[src/rtl/ide_dma_seq.sv]
module ide_dma_seq #(
  parameter int LBA_W  = 32,
  parameter int CNT_W  = 16,
  parameter int SIZE_W = 28,
  parameter int LEN_W  = 16
) (
  input  logic               clk,
  input  logic               rst_n,
  input  logic               start,
  input  logic               is_optical,
  input  logic [1:0]         cmd,
  input  logic [LBA_W-1:0]   sector_lba,
  input  logic [CNT_W-1:0]   sector_cnt,
  input  logic [SIZE_W-1:0]  pkt_size,
  output logic               kick,
  output logic               active,
  input  logic               chunk_valid,
  input  logic [LEN_W-1:0]   chunk_len,
  output logic               chunk_done,
  output logic               chunk_park,
  output logic               req_valid,
  output logic [1:0]         req_op,
  output logic [LBA_W+11:0]  req_offset,
  output logic [LEN_W-1:0]   req_len,
  input  logic               req_ack,
  input  logic               req_err,
  output logic               copy_valid,
  output logic [LEN_W-1:0]   copy_len,
  output logic [7:0]         drv_status,
  output logic               irq,
  output logic               drv_err,
  output logic               cmd_illegal
);
  localparam int OFF_W = LBA_W + 12;
  localparam int REM_W = SIZE_W + 1;
  localparam logic [7:0] ST_OK  = 8'h50;
  localparam logic [7:0] ST_ERR = 8'h51;
  localparam logic [1:0] OP_BAD = 2'd3;

  logic                    busy, opt_q;
  logic [1:0]              cmd_q;
  logic [LBA_W-1:0]        lba_q;
  logic signed [REM_W-1:0] remain;
  logic [SIZE_W-1:0]       index;

  wire [SIZE_W-1:0]       disk_size = {{(SIZE_W-CNT_W-9){1'b0}}, sector_cnt, 9'b0};
  wire [SIZE_W-1:0]       load_size = is_optical ? pkt_size : disk_size;
  wire signed [REM_W-1:0] len_s     = $signed({{(REM_W-LEN_W){1'b0}}, chunk_len});
  wire                    nothing_left = (remain <= 0);
  wire [OFF_W-1:0]        base_off  = opt_q ? {{(OFF_W-LBA_W-11){1'b0}}, lba_q, 11'b0}
                                            : {{(OFF_W-LBA_W-9){1'b0}}, lba_q, 9'b0};
  wire [OFF_W-1:0]        next_off  = base_off + {{(OFF_W-SIZE_W){1'b0}}, index};
  wire [LEN_W-1:0]        cap_len   = (remain < len_s) ? remain[LEN_W-1:0] : chunk_len;

  always_ff @(posedge clk or negedge rst_n) begin
    if (!rst_n) begin
      busy <= 1'b0; active <= 1'b0; opt_q <= 1'b0; cmd_q <= '0; lba_q <= '0;
      remain <= '0; index <= '0;
      kick <= 1'b0; chunk_done <= 1'b0; chunk_park <= 1'b0;
      req_valid <= 1'b0; req_op <= '0; req_offset <= '0; req_len <= '0;
      copy_valid <= 1'b0; copy_len <= '0; drv_status <= '0;
      irq <= 1'b0; drv_err <= 1'b0; cmd_illegal <= 1'b0;
    end else begin
      kick <= 1'b0; chunk_done <= 1'b0; chunk_park <= 1'b0; copy_valid <= 1'b0;
      irq <= 1'b0; drv_err <= 1'b0; cmd_illegal <= 1'b0;
      if (busy) begin
        if (req_ack) begin
          busy <= 1'b0;
          req_valid <= 1'b0;
          chunk_done <= 1'b1;
          if (req_err) begin
            drv_err <= 1'b1; drv_status <= ST_ERR; irq <= 1'b1; active <= 1'b0;
          end else if (nothing_left) begin
            drv_status <= ST_OK; irq <= 1'b1; active <= 1'b0;
          end
        end
      end else if (chunk_valid) begin
        if (!active) begin
          chunk_park <= 1'b1;
        end else if (nothing_left) begin
          drv_status <= ST_OK; irq <= 1'b1; active <= 1'b0; chunk_done <= 1'b1;
        end else if (chunk_len == '0) begin
          chunk_done <= 1'b1;
        end else if (opt_q && (&lba_q)) begin
          copy_valid <= 1'b1; copy_len <= cap_len;
          drv_status <= ST_OK; irq <= 1'b1; active <= 1'b0; chunk_done <= 1'b1;
        end else if (!opt_q && cmd_q == OP_BAD) begin
          cmd_illegal <= 1'b1; chunk_done <= 1'b1; active <= 1'b0;
        end else begin
          busy <= 1'b1;
          req_valid <= 1'b1;
          req_op <= opt_q ? 2'd0 : cmd_q;
          req_offset <= next_off;
          req_len <= chunk_len;
          remain <= remain - len_s;
          index <= index + SIZE_W'(chunk_len);
        end
      end
      if (start && !busy) begin
        active <= 1'b1;
        kick <= 1'b1;
        remain <= $signed({1'b0, load_size});
        index <= '0;
        opt_q <= is_optical;
        cmd_q <= cmd;
        lba_q <= sector_lba;
      end
    end
  end

  AST_ONE_REPLY: assert property (@(posedge clk) disable iff (!rst_n)
    $onehot0({chunk_done, chunk_park}));
  AST_PARK_QUIET: assert property (@(posedge clk) disable iff (!rst_n)
    chunk_park |-> !irq && !copy_valid && !cmd_illegal);
  AST_REQ_HOLD: assert property (@(posedge clk) disable iff (!rst_n)
    req_valid && !req_ack |=> req_valid && $stable(req_offset) && $stable(req_op) && $stable(req_len));
  AST_REQ_ACTIVE: assert property (@(posedge clk) disable iff (!rst_n)
    $rose(req_valid) |-> $past(active));
  AST_ILLEGAL_NO_REQ: assert property (@(posedge clk) disable iff (!rst_n)
    cmd_illegal |-> chunk_done && !req_valid && !irq);
  AST_ERR_IRQ: assert property (@(posedge clk) disable iff (!rst_n)
    drv_err |-> irq && chunk_done && !active);
  AST_COPY_NO_REQ: assert property (@(posedge clk) disable iff (!rst_n)
    copy_valid |-> irq && !req_valid);
endmodule

[config.mk]
export PLATFORM = sky130hd
export DESIGN_NAME = ide_dma_seq
export DESIGN_NICKNAME = d
export VERILOG_FILES = /design/src/rtl/ide_dma_seq.sv
export SDC_FILE = /design/constraint.sdc
export NUM_CORES = 1
export LEC_CHECK = 0
export BUFFER_PORTS_ARGS = -buffer_cell sky130_fd_sc_hd__buf_2
export CORE_MARGIN = 3
export CORE_UTILIZATION = 34
export DETAILED_ROUTE_END_ITERATION = 6
export GPL_TIMING_DRIVEN = 0
export MAX_ROUTING_LAYER = met4
export RECOVER_POWER = 50
export SYNTH_ARGS = -nofsm -noshare
export SYNTH_HDL_FRONTEND = slang
export SYNTH_SLANG_ARGS = --single-unit
[constraint.sdc]
create_clock -name clk -period 5.8 [get_ports clk]
set_input_delay 0.87 -clock clk [delete_from_list [all_inputs] [get_ports clk]]
set_output_delay 0.87 -clock clk [all_outputs]
set_load 0.03 [all_outputs]
# ---- Yosys cells after proc, flatten, opt, wreduce, memory -nomap -nowiden
# Cells that the tools add are included.
dict set report classes {
  n_addsub 3
  order_cmp 2
  n_eq_ne 15
  muxes 88
  n_bitwise 5
  reduce_logical 19
}
# op n
set ops {}
lappend ops {{2-to-1 mux 28 bit} 9}
lappend ops {{2-to-1 mux 29 bit} 8}
lappend ops {{2-to-1 mux 8 bit} 9}
lappend ops {{2-to-1 mux 1 bit} 59}
lappend ops {{adder 43 x 28 -> 44 bit} 1}
lappend ops {{2-to-1 mux 43 bit} 1}
lappend ops {{AND reduction 32 bit} 1}
lappend ops {{<= comparator 29 x 1 -> 1 bit (second input constant)} 1}
lappend ops {{less-than comparator 29 x 17 -> 1 bit} 1}
lappend ops {{subtractor 29 x 17 -> 29 bit} 1}
lappend ops {{adder 28 x 16 -> 28 bit} 1}
lappend ops {{AND reduction 7 bit} 3}
lappend ops {{logical NOT 16 bit} 1}
lappend ops {{2-to-1 mux 16 bit} 1}
lappend ops {{AND reduction 6 bit} 2}
lappend ops {{inequality test 2 x 1 -> 1 bit (second input constant)} 5}
lappend ops {{inequality test 2 bit (second input constant)} 5}
lappend ops {{nonzero test 2 bit} 4}
lappend ops {{inequality test 3 x 2 -> 1 bit (second input constant)} 2}
lappend ops {{nonzero test 3 bit} 2}
lappend ops {{inverter 1 bit} 5}
lappend ops {{inequality test 4 x 2 -> 1 bit (second input constant)} 1}
lappend ops {{logical AND 1 bit} 3}
lappend ops {{inequality test 3 bit (second input constant)} 1}
lappend ops {{other kinds (4)} 5}
dict set report word_totals {
  regBits 188
  inputBits 101
  output_inout_bits 95
  elab_cells 152
}

# ---- Depth between registers and ports, before layout
dict set report depth {
  ltp_word 10
  depth_mapped 16
  mapped_depth_nobuf 12
}

# ---- Worst setup path before layout
# Ideal clock, no wire load.
dict set report synth_path {
  path_type {flip-flop to flip-flop}
  startpoint {register opt_q}
  endpoint {register req_offset[42]}
  setup_ns 0.096
  t_arrival_ns 3.662
  t_required_ns 5.704
  slack_ns 2.043
  path_stages_with_launch 15
  n_path_buf 4
  synth_period_minus_slack_ns 3.757
  path_cell_list {dfrtp_1 -> buf_2 -> buf_2 -> buf_1 -> clkbuf_1 -> mux2_2 -> ha_1 -> o211ai_1 -> o21ai_1 -> a211oi_1 -> o311ai_2 -> a41oi_2 -> nor4_1 -> xnor2_1 -> o31ai_1}
}
dict set report synth_via {
  elab_chain_len 4
  word_cells_on_any_way 8
  cone_classes {1 x add/sub; 1 x mux; 2 x bitwise; 4 x reduce/logical}
}
# item line_no
set synth_rtl {}
lappend synth_rtl {{start: declaration} 40} ;# logic busy, opt_q;
lappend synth_rtl {{start signal: assignment} 104} ;# opt_q <= is_optical;
lappend synth_rtl {{parallel branches: the longest is 4 deep, another holds adder 43 x 28 -> 44 bit} --}
lappend synth_rtl {{end signal: assignment} 93} ;# req_offset <= next_off;
lappend synth_rtl {{end: declaration} 23} ;# output logic [LBA_W+11:0] req_offset,
# Several ways; the timed one is not identified.
# A chain may end at the register's enable or synchronous reset.

# ---- Final worst setup path
dict set report layout_path {
  startpoint {register opt_q}
  endpoint {register req_offset[37]}
}
# The elaborated chain is that of the path after synthesis.

==> run_results.csv <==
group,metric,value,unit
detailed_routing,routed_wirelength,36.4,mm
power,power.density_cell_area,530,nW/µm²
yosys,yosys_register_bits,182,
detailed_routing,detailedRoute.firstPassIterationCount,5,
finish,layout-area-overhead-vs-synth,19.0,%
floorplanning,row_count,65,
outcome,run_status,"finished, violations left",
global_routing,antenna_found_initial,2,
global_routing,gr-usage-all-layers,21.8,%
yosys,total_number_of_yosys_warnings,0,
floorplanning,floorplan.initialDensity,34.6,%
floorplanning,top_level_pins,196,
detailed_routing,vias_per_cell,5.22,
finish,layout_common_cells,"sky130_fd_sc_hd__nand2_1 (287), sky130_fd_sc_hd__dfrtp_1 (182), sky130_fd_sc_hd__buf_2 (157)",
cts,cts_bufs_inserted,17,
critical_path,worstPathMaxFanout,10,
yosys,ys_dominant_reg_cell,"sky130_fd_sc_hd__dfrtp_1",
timing,setup-tns-final,0,ns
yosys,sequential_to_total_area_share_from_yosys_stat,41.6,%
cts,number_of_cells_upsized_or_downsized_after_cts,0,
cts,worstSkewPairLatency,0.44,ns
worst_hold_path,timing.hold.worst_endpoint,"req_offset[34]$_DFFE_PN0P_",
cts,htree_depth,4,
timing,slew_viol_final,66,
placement,portBuffers,189,
detailed_routing,drt_iter0_drc,755,
timing,fin_crit,4.76,ns
timing,max_freq,0.210,GHz
cts,cts.sink_count,182,
detailed_routing,remaining_drc_errors,0,
critical_path,r2r_cells,14,
floorplanning,floorplan.die.width,186,µm
global_routing,wire_length_of_the_first_global_routing_pass,56.0,mm
power,p_total,0.00691,W
critical_path,regToRegEndpoint,"req_offset[37]$_DFFE_PN0P_",
floorplanning,placeableCoreArea,31600,µm²
placement,detailedPlace.worstSlack,1.07,ns
outcome,failed_checks,"capacitance limit, slew limit",
finish,final_layout_size_suffix_gt1_share,16.5,%
detailed_routing,vias,9844,
critical_path,timing.critical_path.from_type,"flop",
placement,dp_hpwl,28.4,mm
worst_hold_path,hold_depth,2,
finish,num-nets-final,1625,
timing,timing.final.setup_violations,0,
critical_path,worst-r2r-setup-slack,1.04,ns
cts,cts_root_buffer_type,"sky130_fd_sc_hd__clkbuf_16",
timing,finClkSkew,0.0138,ns
critical_path,timing_worst_setup_path_type,"flop to flop",
timing,timing.final.ws_setup,1.04,ns
critical_path,cp.arrival,5.06,ns
timing,min_period_over_period,82.1,%
worst_hold_path,holdCritStartpoint,"req_offset[34]$_DFFE_PN0P_",
cts,cts_setup_buffers,0,
timing,timing_hold_violations_final,0,
cts,tritoncts,"built",
placement,gp_routability_congestion,0.959,
global_routing,grt-ovfl-total,0,
critical_path,worstPathRequired,6.10,ns
power,vdd_ir_drop_max,0.000261,V
timing,slew_headroom,-147,%
detailed_routing,routed_wire_length_per_instance,19.3,µm
cts,cts-root-to-sink-buffers,2,
global_routing,grt_pass1_vias,9805,
finish,layout_commonest_cell,"sky130_fd_sc_hd__nand2_1",
floorplanning,die-height,186,µm
yosys,synthCells,1257,
yosys,postSynth.asyncResetShare,100,%
critical_path,worst_setup_path_end_kind,"flop",
timing,setup_repair_after_global_routing_missed_its_margin,"no",
floorplanning,floorplan_die_area,34400,µm²
worst_hold_path,worstHoldPathType,"flop to flop",
yosys,synthesis.area_per_instance,8.72,µm²
flow_run,cap_viol_max_count,1,
detailed_routing,ant_nets,0,
finish,fill_cells,3296,
yosys,synth_edf_count,0,
finish,post-route-cell-area,13000,µm²
timing,worstMarginPinSlew,3.70,ns
cts,holdBufCountCts,0,
critical_path,timing.rr.start,"opt_q$_DFFE_PN0P_",
cts,cts.clk_slew.worst_paths,0.07,ns
placement,placement.cell_area,12500,µm²
power,cellLeakagePower,6.20,nW
yosys,synth_cell_type_count,73,
yosys,mappedNetlistArea,11000,µm²
global_routing,maximum_number_of_pins_on_one_net_before_global_route_repair,118,
[cells in the mapped netlist, types with 17 or more instances]
cell                         n  area [µm²]
sky130_fd_sc_hd__a21o_1     29         218
sky130_fd_sc_hd__a21oi_1    75         375
sky130_fd_sc_hd__a31oi_1    29         181
sky130_fd_sc_hd__clkbuf_1   30         113
sky130_fd_sc_hd__dfrtp_1   182        4550
sky130_fd_sc_hd__ha_1       51         638
sky130_fd_sc_hd__inv_1      34         128
sky130_fd_sc_hd__mux2_2     19         214
sky130_fd_sc_hd__mux2i_1    17         170
sky130_fd_sc_hd__nand2_1   287        1080
sky130_fd_sc_hd__nand3_1    21         105
sky130_fd_sc_hd__nor2_1     76         285
sky130_fd_sc_hd__nor3_1     25         125
sky130_fd_sc_hd__nor4_1     17         106
sky130_fd_sc_hd__o21ai_0    80         400
sky130_fd_sc_hd__xnor2_1    42         368
sky130_fd_sc_hd__xor2_1     25         219
[report_power, final]
part,leakage (nW),internal (W),switching (W)
sequential,2.32,0.00173,0.000455
combinational,3.57,0.00123,0.00220
clock,0.317,0.000754,0.000538
[cell type report]
| cell class | count | area (µm²) | share of cell area (%) |
|---|---|---|---|
| inverter | 36 | 135 | 1.04 |
| clock buffer | 20 | 457 | 3.50 |
| sequential | 182 | 4550 | 34.9 |
| buffer | 63 | 339 | 2.60 |
| timing repair buffer | 190 | 917 | 7.03 |
| antenna | 2 | 5.00 | 0.0384 |
| tap | 402 | 503 | 3.86 |
| multi-input combinational | 980 | 5950 | 45.6 |
| clock inverter | 12 | 189 | 1.45 |
[kinds of logic (layout without fill, tap and decap cells)]
group / after synthesis / count (layout) / synth area share, %
AO/OA/AOI/OAI: 307 / 307 / 17.8
XOR/XNOR: 67 / 67 / 5.35
adder cells (fa/ha/maj): 54 / 54 / 6.37
buffers and inverters: 99 / 321 / 4.33
flip-flops: 182 / 182 / 41.6
multiplexers: 36 / 36 / 3.50
other: 1 / 7 / 0.0342
AND/OR/NAND/NOR: 511 / 511 / 21.1
[through the flow]
step	utilization, %	hold slack (ns)	instances
2_1_floorplan	-	0.465	1261
3_3_place_gp	39.3	0.455	1852
3_5_place_dp	39.4	0.458	1853
4_1_cts	41.4	0.397	1885
5_1_grt	41.2	0.502	1887
6_report	41.2	0.477	1887
[how the worst max path moves through the flow]
| stage | start | to | slack, ns | cells past startpoint |
|---|---|---|---|---|
| after global placement | rst_n | req_offset[0]$_DFFE_PN0P_ | 0.75 | 1 |
| after global routing | opt_q$_DFFE_PN0P_ | req_offset[37]$_DFFE_PN0P_ | 0.64 | 14 |
| after CTS | opt_q$_DFFE_PN0P_ | req_offset[37]$_DFFE_PN0P_ | 1.06 | 14 |
| final | opt_q$_DFFE_PN0P_ | req_offset[37]$_DFFE_PN0P_ | 1.04 | 14 |
| after floorplan | opt_q$_DFFE_PN0P_ | req_offset[42]$_DFFE_PN0P_ | 2.04 | 14 |
| after detailed placement | opt_q$_DFFE_PN0P_ | req_offset[37]$_DFFE_PN0P_ | 1.07 | 14 |
[state kept, by name, indices dropped and copies added, names as in the netlist, 2 cells and up]
| register | flops |
|---|---|
| copy_len | 16 |
| index | 28 |
| req_len | 16 |
| cmd_q | 2 |
| remain | 29 |
| drv_status | 2 |
| lba_q | 32 |
| req_offset | 44 |
| req_op | 2 |
[layer usage]
layer / GRT usage [%] / wire length [µm] / up-vias
met5: - / 0 / -
met2: 32.9 / 16300 / 266
met4: 5.48 / 676 / 0
li1: - / - / 4819
met3: 3.26 / 2010 / 37
met1: 31.0 / 17500 / 4722
[critical path, stage by stage (launching register included)]
cell	delay [ns]
sky130_fd_sc_hd__dfrtp_1	0.31
sky130_fd_sc_hd__buf_2	0.20
sky130_fd_sc_hd__buf_2	0.29
sky130_fd_sc_hd__buf_1	0.43
sky130_fd_sc_hd__clkbuf_1	0.59
sky130_fd_sc_hd__mux2_2	0.43
sky130_fd_sc_hd__ha_1	0.38
sky130_fd_sc_hd__o211ai_1	0.11
sky130_fd_sc_hd__a21oi_1	0.24
sky130_fd_sc_hd__o211ai_1	0.22
sky130_fd_sc_hd__o211ai_1	0.44
sky130_fd_sc_hd__o211ai_1	0.31
sky130_fd_sc_hd__nor4_1	0.41
sky130_fd_sc_hd__xor2_1	0.18
sky130_fd_sc_hd__o21ai_0	0.09
(Power assumes the default switching activity.)
